--- config.mk ---
export PLATFORM = sky130hd
export DESIGN_NAME = vbctl_top
export DESIGN_NICKNAME = d
export VERILOG_FILES = /design/src/rtl/vbctl_pkg.sv /design/src/rtl/vbctl_window.sv /design/src/rtl/vbctl_sampler.sv /design/src/rtl/vbctl_datapath.sv /design/src/rtl/vbctl_rx_hold.sv /design/src/rtl/vbctl_top.sv
export SDC_FILE = /design/constraint.sdc
export NUM_CORES = 1
export LEC_CHECK = 0
export CORE_MARGIN = 4
export CORE_UTILIZATION = 34
export CTS_CLUSTER_DIAMETER = 120
export CTS_CLUSTER_SIZE = 10
export DETAILED_ROUTE_END_ITERATION = 10
export GPL_TIMING_DRIVEN = 0
export PLACE_DENSITY = 0.78
export REMOVE_ABC_BUFFERS = 1
export SLEW_MARGIN = 30
export SYNTH_ARGS = -nofsm -noshare
export SYNTH_HDL_FRONTEND = slang
export SYNTH_SLANG_ARGS = --single-unit
--- constraint.sdc ---
create_clock -name clk -period 1.25 [get_ports clk]
set_clock_uncertainty 0.1 [all_clocks]
set_input_delay 0.1875 -clock clk [delete_from_list [all_inputs] [get_ports clk]]
set_output_delay 0.1875 -clock clk [all_outputs]
set_load 0.005 [all_outputs]
--- src/rtl/vbctl_pkg.sv ---
package vbctl_pkg;

    localparam int unsigned CTL_W = 2;

    typedef enum logic {
        MODE_PASS  = 1'b0,
        MODE_DCBAL = 1'b1
    } link_mode_e;

    typedef struct packed {
        logic [CTL_W-1:0] lvl;
        logic             vld;
    } ctl_slot_t;

    function automatic logic window_open(input logic vs_now, input logic vs_prev,
                                         input link_mode_e mode);
        return (mode == MODE_DCBAL) && !vs_now && !vs_prev;
    endfunction

endpackage

--- src/rtl/vbctl_window.sv ---
module vbctl_window
    import vbctl_pkg::*;
(
    input  logic       clk,
    input  logic       rst,
    input  logic       vsync,
    input  link_mode_e mode,
    output logic       sample_en
);
    logic vs_prev;

    always_ff @(posedge clk) begin
        if (rst) vs_prev <= 1'b1;
        else     vs_prev <= vsync;
    end

    assign sample_en = window_open(vsync, vs_prev, mode);

    AST_NO_SAMPLE_HIGH: assert property (@(posedge clk) disable iff (rst)
        vsync |-> !sample_en);
endmodule

--- src/rtl/vbctl_sampler.sv ---
module vbctl_sampler
    import vbctl_pkg::*;
(
    input  logic             clk,
    input  logic             rst,
    input  logic             sample_en,
    input  logic [CTL_W-1:0] src,
    output ctl_slot_t        slot
);
    for (genvar b = 0; b < CTL_W; b++) begin : g_bit
        always_ff @(posedge clk) begin
            if (rst)            slot.lvl[b] <= 1'b0;
            else if (sample_en) slot.lvl[b] <= src[b];
        end
    end

    always_ff @(posedge clk) begin
        if (rst) slot.vld <= 1'b0;
        else     slot.vld <= sample_en;
    end

    AST_HOLD_WHEN_CLOSED: assert property (@(posedge clk) disable iff (rst)
        !sample_en |=> $stable(slot.lvl));
endmodule

--- src/rtl/vbctl_datapath.sv ---
module vbctl_datapath
    import vbctl_pkg::*;
#(
    parameter int unsigned DATA_W = 28
) (
    input  logic              clk,
    input  logic              rst,
    input  link_mode_e        mode,
    input  logic [DATA_W-1:0] pix_in,
    output logic [DATA_W-1:0] pix_out
);
    localparam int unsigned CTL_LSB = DATA_W - CTL_W;

    for (genvar b = 0; b < DATA_W; b++) begin : g_bit
        if (b >= CTL_LSB) begin : g_shared
            always_ff @(posedge clk) begin
                if (rst) pix_out[b] <= 1'b0;
                else     pix_out[b] <= (mode == MODE_DCBAL) ? 1'b0 : pix_in[b];
            end
        end else begin : g_plain
            always_ff @(posedge clk) begin
                if (rst) pix_out[b] <= 1'b0;
                else     pix_out[b] <= pix_in[b];
            end
        end
    end

    AST_CTL_STRIPPED: assert property (@(posedge clk) disable iff (rst)
        (mode == MODE_DCBAL) |=> (pix_out[DATA_W-1:CTL_LSB] == '0));
endmodule

--- src/rtl/vbctl_rx_hold.sv ---
module vbctl_rx_hold
    import vbctl_pkg::*;
(
    input  logic             clk,
    input  logic             rst,
    input  ctl_slot_t        slot,
    output logic [CTL_W-1:0] lvl
);
    always_ff @(posedge clk) begin
        if (rst)           lvl <= '0;
        else if (slot.vld) lvl <= slot.lvl;
    end

    AST_RX_HOLD: assert property (@(posedge clk) disable iff (rst)
        !slot.vld |=> $stable(lvl));
endmodule

--- src/rtl/vbctl_top.sv ---
module vbctl_top
    import vbctl_pkg::*;
#(
    parameter int unsigned DATA_W = 28
) (
    input  logic              clk,
    input  logic              rst,
    input  logic              vsync,
    input  logic              dcbal_en,
    input  logic [DATA_W-1:0] pix2_in,
    output logic [DATA_W-1:0] pix2_out,
    output logic [CTL_W-1:0]  slot_ctl,
    output logic              slot_vld,
    input  logic [CTL_W-1:0]  rx_slot,
    input  logic              rx_slot_vld,
    output logic [CTL_W-1:0]  rx_ctl
);
    localparam int unsigned CTL_LSB = DATA_W - CTL_W;

    link_mode_e mode;
    logic       sample_en;
    ctl_slot_t  tx_slot;
    ctl_slot_t  rx_in;

    assign mode = dcbal_en ? MODE_DCBAL : MODE_PASS;

    vbctl_window u_window (
        .clk       (clk),
        .rst       (rst),
        .vsync     (vsync),
        .mode      (mode),
        .sample_en (sample_en)
    );

    vbctl_sampler u_sampler (
        .clk       (clk),
        .rst       (rst),
        .sample_en (sample_en),
        .src       (pix2_in[DATA_W-1:CTL_LSB]),
        .slot      (tx_slot)
    );

    vbctl_datapath #(.DATA_W(DATA_W)) u_datapath (
        .clk     (clk),
        .rst     (rst),
        .mode    (mode),
        .pix_in  (pix2_in),
        .pix_out (pix2_out)
    );

    assign rx_in.lvl = rx_slot;
    assign rx_in.vld = rx_slot_vld;

    vbctl_rx_hold u_rx_hold (
        .clk  (clk),
        .rst  (rst),
        .slot (rx_in),
        .lvl  (rx_ctl)
    );

    assign slot_ctl = tx_slot.lvl;
    assign slot_vld = tx_slot.vld;

    AST_EDGE_SKIPPED: assert property (@(posedge clk) disable iff (rst)
        $fell(vsync) |=> !slot_vld);
    AST_VLD_DROPS_HIGH: assert property (@(posedge clk) disable iff (rst)
        vsync |=> !slot_vld);
    AST_PASS_NO_VLD: assert property (@(posedge clk) disable iff (rst)
        !dcbal_en |=> !slot_vld);
    AST_VLD_NEEDS_LOW: assert property (@(posedge clk) disable iff (rst)
        slot_vld |-> !$past(vsync));
endmodule

* Yosys cells after proc, flatten, opt, wreduce, memory -nomap -nowiden
Cells that the tools add are included.
Widths: inputs -> output; s select.
** Cells by class
- Mux-type cells :: 1
- Reduce and logical (&&, ||, !) cells :: 5
** Operators with widths (count)
- $logic_and 1x1->1 :: 2
- $logic_not 1->1 :: 2
- $reduce_or 2->1 :: 1
- $mux 1 :: 1
** Storage, ports and cells
- Register bits :: 34
- Bits of input ports :: 35
- Output and inout port bits :: 33
- Word-level logic and storage cells :: 39

* Longest topological paths before layout
Gate-level depths: netlist of run 1.
- Word-level depth :: 3
- Gate-level depth with buffers :: 2
- Depth with buffers taken out :: 2

* Cells and area by module
A second synthesis of run 1 with hierarchy kept.
** Unflattened totals
- Cell total of the unflattened synthesis :: 75
- Area, all modules :: 972.2 µm²
** Modules (own cells, without submodules)
- vbctl_datapath :: instances 1, cells an instance 58, area an instance 777.0 µm², sequential area each 560.5 µm²
- vbctl_sampler :: instances 1, cells an instance 8, area an instance 93.8 µm², sequential area each 60.1 µm²
- vbctl_rx_hold :: instances 1, cells an instance 6, area an instance 67.6 µm², sequential area each 40.0 µm²
- vbctl_window :: instances 1, cells an instance 3, area an instance 33.8 µm², sequential area each 20.0 µm²

* Least setup slack after synthesis of run 1
OpenSTA, ideal clock, no wires.
- Path type :: register -> register
- Start :: register u_window.vs_prev
- End :: register u_sampler.slot[1] (netlist bit)
- Setup time :: 0.072 ns
- Data arrival time :: 0.709 ns
- Data required time :: 1.078 ns
- Setup slack :: 0.370 ns
- Cell stages (with the launch flop) :: 3
- Buffers on the path :: 0
- Clock period less this slack :: 0.880 ns
- Cell sequence :: dfxtp_1 -> nor3b_2 -> mux2i_1
** Between the ends
- Cells in the longest elaborated chain, start to end :: 2
** Ends and longest elaborated chain
- from (decl) :: RTL line vbctl_window.sv:10 : logic vs_prev;
- from (signal assigned) :: RTL line vbctl_window.sv:14 : else vs_prev <= vsync;
- $logic_not 1->1 :: RTL line vbctl_pkg.sv:17 : return (mode == MODE_DCBAL) && !vs_now && !vs_prev;
- $logic_and 1x1->1 :: RTL line vbctl_pkg.sv:17
- to (decl) :: RTL line vbctl_sampler.sv:8 : output ctl_slot_t slot
Every way passes these cells.
A chain may end at the register's enable or synchronous reset.

* Final worst setup path of run 1
- Start :: register u_sampler.slot[1] (netlist bit)
- End :: output slot_ctl[0]
** RTL lines
- to (decl) :: RTL line vbctl_top.sv:12 : output logic [CTL_W-1:0] slot_ctl,
No word-level cell between the ends.

==> flow_metrics.py, run 1 <==
metrics = {
    "run_status": {
        "status": "finished, final reports clean",
    },
    "layout": {
        "fin_nets": 184,
        "area_growth_pct": 71.32,
        "antenna_cells": 0,
        "final_layout_size_suffix_gt1_share_pct": 6.711,
        "fillers": 235,
    },
    "timing": {
        "worst_hold_slack_ps": 275.8,
        "setup_viol": 0,
        "fmax_mhz": 844.7,
        "fin_crit_sh_pct": 94.71,
        "rsz0062_at_grt": "false",
        "slew_viol_final": 0,
        "min_period_ps": 1184,
        "hold_viol": 0,
        "worst_pin_slew_ps": 591.6,
        "relSlewSlack_pct": 60.56,
    },
    "floorplanning": {
        "die_area_mm2": 0.003796,
        "start_util_pct": 35.44,
        "die_h_um": 61.61,
        "coreArea_mm2": 0.002758,
        "rows": 19,
        "die_w_um": 61.61,
        "io_pins": 68,
    },
    "worst_setup_path": {
        "crit_required_ps": 960,
        "worstPathCellList": "dlygate4sd2_1",
        "worst_path_largest_cell_delay_ps": 340,
        "cp_max_fo": 2,
        "critical_path_class": "reg2out",
        "cp_slowest_cell": "dfxtp_1",
        "arrival_ps": 900,
        "critPathLaunch": "u_sampler.slot[1]$_SDFFE_PP0P_",
        "crit_path_start_kind": "register",
        "path_delay_family": "flip-flops",
        "r2r-start": "u_window.vs_prev$_SDFF_PP1_",
        "path_buf_inv": 1,
        "critPathCaptureType": "primary output",
        "rrSetupSlack_ps": 280,
    },
    "logic_synthesis": {
        "synthFlopType": "dfxtp_1",
        "synth_top_area_share_pct": 69.65,
        "syn_inst": 78,
        "synth_edf_count": 0,
        "ys_async_sr_fraction_pct": 0,
        "synth.distinct_cells": 9,
        "yosys-top-cells-count": "34 x dfxtp_1, 26 x nor2b_1, 4 x mux2i_1, 4 x nand2b_1, 3 x buf_2",
        "synth-seq-cells": 34,
        "avgSynthCellArea_um2": 12.53,
        "synth_top_cell_by_area": "dfxtp_1",
        "syn_area_um2": 977.2,
        "synthTopCellsByArea": "dfxtp_1 70%, nor2b_1 17%, mux2i_1 4.1%",
        "yosys_warnings": 0,
        "ys_seq_area_share_pct": 69.65,
        "yosysMostFrequentCell": "dfxtp_1",
    },
    "global_route": {
        "grt_max_degree": 36,
        "grtUsageMet3_pct": 10.90,
        "antenna_found_initial": 0,
        "gr-total-overflow": 0,
        "top_usage_layer": "met2",
        "met2_usage_pct": 21.52,
        "first_global_vias": 828,
        "grtUsageMet1_pct": 12.76,
        "grtUsageTotal_pct": 13.35,
        "grt_first_pass_wirelength_um": 3615,
    },
    "route": {
        "drt_pre_antenna_iters": 2,
        "via_per_inst": 4.267,
        "vias": 768,
        "drt_iter0_drc": 14,
        "wl_per_cell_um": 12.82,
        "drc": 0,
        "ant_nets": 0,
        "wl_um": 2308,
    },
    "clock_network": {
        "cts_made_buffers": 5,
        "clk_latency_ps": 300,
        "cts_htree_levels": 2,
        "clk_pin_slew_ps": 90,
        "cts_root_buffer": "clkbuf_4",
        "cts_tree": "done",
        "cts_sinks": 34,
        "cts_max_path_buffers": 2,
    },
    "power": {
        "finalPower_mw": 1.920,
        "p_leak_nw": 0.7610,
        "peakVddDrop_mv": 0.9600,
        "power_density_mw_per_mm2": 1147,
    },
    "placed_design": {
        "numPortBuffers": 67,
        "place.gp.congestion": 0.7157,
    },
    "hold_path": {
        "hp-start": "rst",
        "min_path_type": "in2reg",
    },
    "job": {
        "drv_cap": 0,
    },
}
-- final timing paths --
kind                                                  endpoint  cells after the start
worst min-delay path             u_rx_hold.lvl[1]$_SDFFE_PP0P_                      2
worst min register to register    u_sampler.slot[0]$_SDFF_PP0_                      1
worst max register to register  u_sampler.slot[1]$_SDFFE_PP0P_                      2
worst max-delay path                               slot_ctl[0]                      1
-- state kept, by name, summed over array words and instances, names as in the netlist --
name,count
u_sampler.slot,3
u_rx_hold.lvl,2
u_window.vs_prev,1
u_datapath.pix_out,28
-- layout make-up --
class                      count  area [um^2]  share of cell area [%]
tap                           31        38.79                   2.317
timing repair buffer          67        625.6                   37.37
clock buffer                   7        45.04                   2.691
multi-input combinational     41        281.5                   16.82
sequential                    34        683.2                   40.81
-- cells in the final DEF (no fill, tap or decap), drive strengths merged --
cell,synthesis,final
dlygate4sd2,0,32
nor2b,26,26
nor2,2,2
dfxtp,34,34
buf,3,1
clkbuf,0,7
clkdlybuf4s15,0,1
clkdlybuf4s50,0,33
nand2b,4,4
nor3b,4,4
or2,1,1
mux2i,4,4
-- stage by stage --
stage                     worst slack [ps]  cell area, um^2  TNS, ps  cells  utilization (%)
final                                66.11             1674        0    180            60.71
after global routing                 8.931             1674        0    180            60.71
after CTS                            38.27             1672        0    180            60.62
after detailed placement            -163.1             1667   -325.4    173            60.44
after global placement              -723.8             1672   -17390    173            60.62
after floorplan                      369.6            962.2        0     75                -
-- metal layers --
metal | wire length (um) | part of all wire (%) | up-vias
met4 | 0 | 0 | 0
met5 | 0 | 0 | -
met2 | 1133 | 49 | 38
met1 | 781 | 34 | 348
li1 | - | - | 382
met3 | 393 | 17 | 0
-- cell families (layout without fill, tap and decap cells) --
logic type	Yosys count	in the layout	synth area share (%)
muxes	4	4	4.097
DFF	34	34	69.65
buffers and inverters	3	74	1.536
and+or+nand+nor	37	37	24.71
-- power by group --
group	internal (mW)	switching (mW)
sequential	1.14	0.0132
clock	0.212	0.315
combinational	0.171	0.0720
total	1.52	0.401
-- timing repair --
action / CTS / global route
pin swaps: 0 / 0
setup buffers: 0 / 0
setup endpoints to repair: 33 / 1
resized for setup: 34 / 2
hold buffers: 0 / 0
Power figures use the tool's default switching activity.
==> run 2: changes to the inputs <==
--- a/config.mk
+++ b/config.mk
@@ -6,12 +6,13 @@
 export NUM_CORES = 1
 export LEC_CHECK = 0
 export CORE_MARGIN = 4
-export CORE_UTILIZATION = 34
-export CTS_CLUSTER_DIAMETER = 120
+export CORE_UTILIZATION = 57
+export CTS_CLUSTER_DIAMETER = 60
 export CTS_CLUSTER_SIZE = 10
 export DETAILED_ROUTE_END_ITERATION = 10
+export DONT_BUFFER_PORTS = 1
 export GPL_TIMING_DRIVEN = 0
-export PLACE_DENSITY = 0.78
+export PLACE_DENSITY = 0.72
 export REMOVE_ABC_BUFFERS = 1
 export SLEW_MARGIN = 30
 export SYNTH_ARGS = -nofsm -noshare
==> flow_metrics.py, run 2 (synthesis results as in run 1) <==
metrics = {
    "floorplanning": {
        "start_util_pct": 62.68,
        "die_area_mm2": 0.002441,
        "die_w_um": 49.41,
        "rows": 14,
        "die_h_um": 49.41,
        "io_pins": 68,
        "coreArea_mm2": 0.001559,
    },
    "layout": {
        "final_common_cell": "dfxtp_1",
        "final_layout_size_suffix_gt1_share_pct": 6.034,
        "fin_nets": 151,
        "fillers": 76,
        "stdcell_area_mm2": 0.001370,
        "antenna_cells": 0,
        "layout_common_cells": "34 x dfxtp_1, 33 x dlygate4sd3_1, 26 x nor2b_1",
        "fin_util_pct": 87.88,
        "area_growth_pct": 40.20,
        "largest_reg_flops": 28,
        "multi_input_area_um2": 281.5,
        "seq_area_um2": 680.7,
        "top_regs": "u_datapath.pix_out (28), u_sampler.slot (3), u_rx_hold.lvl (2)",
        "largest_register": "u_datapath.pix_out",
    },
    "timing": {
        "relSlewSlack_pct": 76.12,
        "slew_viol_final": 0,
        "min_period_ps": 1093,
        "setup_viol": 0,
        "rsz0062_at_grt": "false",
        "hold_viol": 0,
        "worst_pin_slew_ps": 358.2,
        "finalSetupTns_ps": 0,
        "fmax_mhz": 914.7,
        "fin_crit_sh_pct": 87.46,
    },
    "worst_setup_path": {
        "critical_path_class": "in2reg",
        "path_delay_family": "buffers and inverters",
        "crit_path_start_kind": "input port",
        "critPathCaptureType": "register",
        "path_buf_inv": 1,
        "crit_required_ps": 1400,
        "cp_max_fo": 2,
        "worstPathCellList": "dlygate4sd3_1 > nor3b_2 > mux2i_1",
        "arrival_ps": 1240,
        "worst_path_largest_cell_delay_ps": 560,
        "cp_slowest_cell": "dlygate4sd3_1",
    },
    "clock_network": {
        "cts_tree": "done",
        "clk_latency_ps": 310,
        "cts_setup_buffers": 0,
        "cts_htree_levels": 2,
        "cts_made_buffers": 5,
        "cts_max_path_buffers": 2,
        "cts_root_buffer": "clkbuf_4",
        "clk_pin_slew_ps": 90,
        "cts_sinks": 34,
    },
    "route": {
        "drc": 0,
        "wl_um": 2239,
        "vias": 659,
        "via_per_inst": 4.992,
        "wl_per_cell_um": 16.96,
        "drt_pre_antenna_iters": 4,
        "ant_nets": 0,
        "drt_iter0_drc": 10,
    },
    "placed_design": {
        "numPortBuffers": 0,
        "dpl-instance-area_um2": 982.2,
        "place.gp.congestion": 0.5926,
    },
    "job": {
        "drv_cap": 0,
    },
    "power": {
        "power_density_mw_per_mm2": 1336,
        "p_leak_nw": 0.5871,
        "peakVddDrop_mv": 0.8915,
    },
    "global_route": {
        "antenna_found_initial": 0,
        "grt_max_degree": 27,
        "first_global_vias": 756,
        "grtUsageTotal_pct": 20.17,
        "grt_first_pass_wirelength_um": 3594,
        "gr-total-overflow": 0,
    },
    "run_status": {
        "status": "finished, final reports clean",
    },
    "hold_path": {
        "min_path_type": "in2reg",
    },
}
[run 2: worst reg2reg max path: stages, from the launching register on]
cell     delay [ps]
dfxtp_1         350
nor3b_2         250
mux2i_1         210
[run 2: metal layers]
layer	track usage, %	wire, um	share of wire, %	up-vias
li1	-	-	-	315
met1	19.31	833	37	302
met2	37.95	1189	53	42
met3	9.480	215	9.6	0
met4	5.530	0	0	0
met5	0	0	0	-
[run 2: final timing paths]
check	startpoint	end	slack (ps)	depth (start not counted)
max	vsync	u_sampler.slot[2]$_SDFFE_PP0P_	160	3
min	dcbal_en	u_sampler.slot[1]$_SDFFE_PP0P_	90	2
min reg2reg	u_sampler.slot[1]$_SDFFE_PP0P_	u_sampler.slot[1]$_SDFFE_PP0P_	390	2
max reg2reg	u_window.vs_prev$_SDFF_PP1_	u_sampler.slot[2]$_SDFFE_PP0P_	270	2
[run 2: layout make-up]
class	instances	area share (%)
sequential	34	49.68
timing repair buffer	34	25.02
multi-input combinational	41	20.55
clock buffer	7	3.288
tap	16	1.461
[run 2: stage by stage]
step / setup WS (ps) / std cells / hold WS (ps) / total power [mW]
after floorplan: 369.6 / 75 / 159.1 / 1.230
after global placement: 331.1 / 91 / 162.1 / 1.240
after detailed placement: 304.0 / 91 / 163.5 / 1.243
after CTS: 19.27 / 132 / 81.30 / 1.829
after global routing: 109.6 / 132 / 65.11 / 1.918
final: 156.7 / 132 / 85.00 / 1.831
[run 2: repair_timing]
item / in CTS / in global routing
hold endpoints to repair: 34 / 0
setup endpoints to repair: 0 / 1
hold buffers: 34 / 0
gates resized for setup: 0 / 1
[run 2: power by group]
group | switching (mW) | internal, mW | total, mW
combinational | 0.0373 | 0.104 | 0.141
clock | 0.308 | 0.212 | 0.520
sequential | 0.0317 | 1.14 | 1.17
total | 0.377 | 1.45 | 1.83
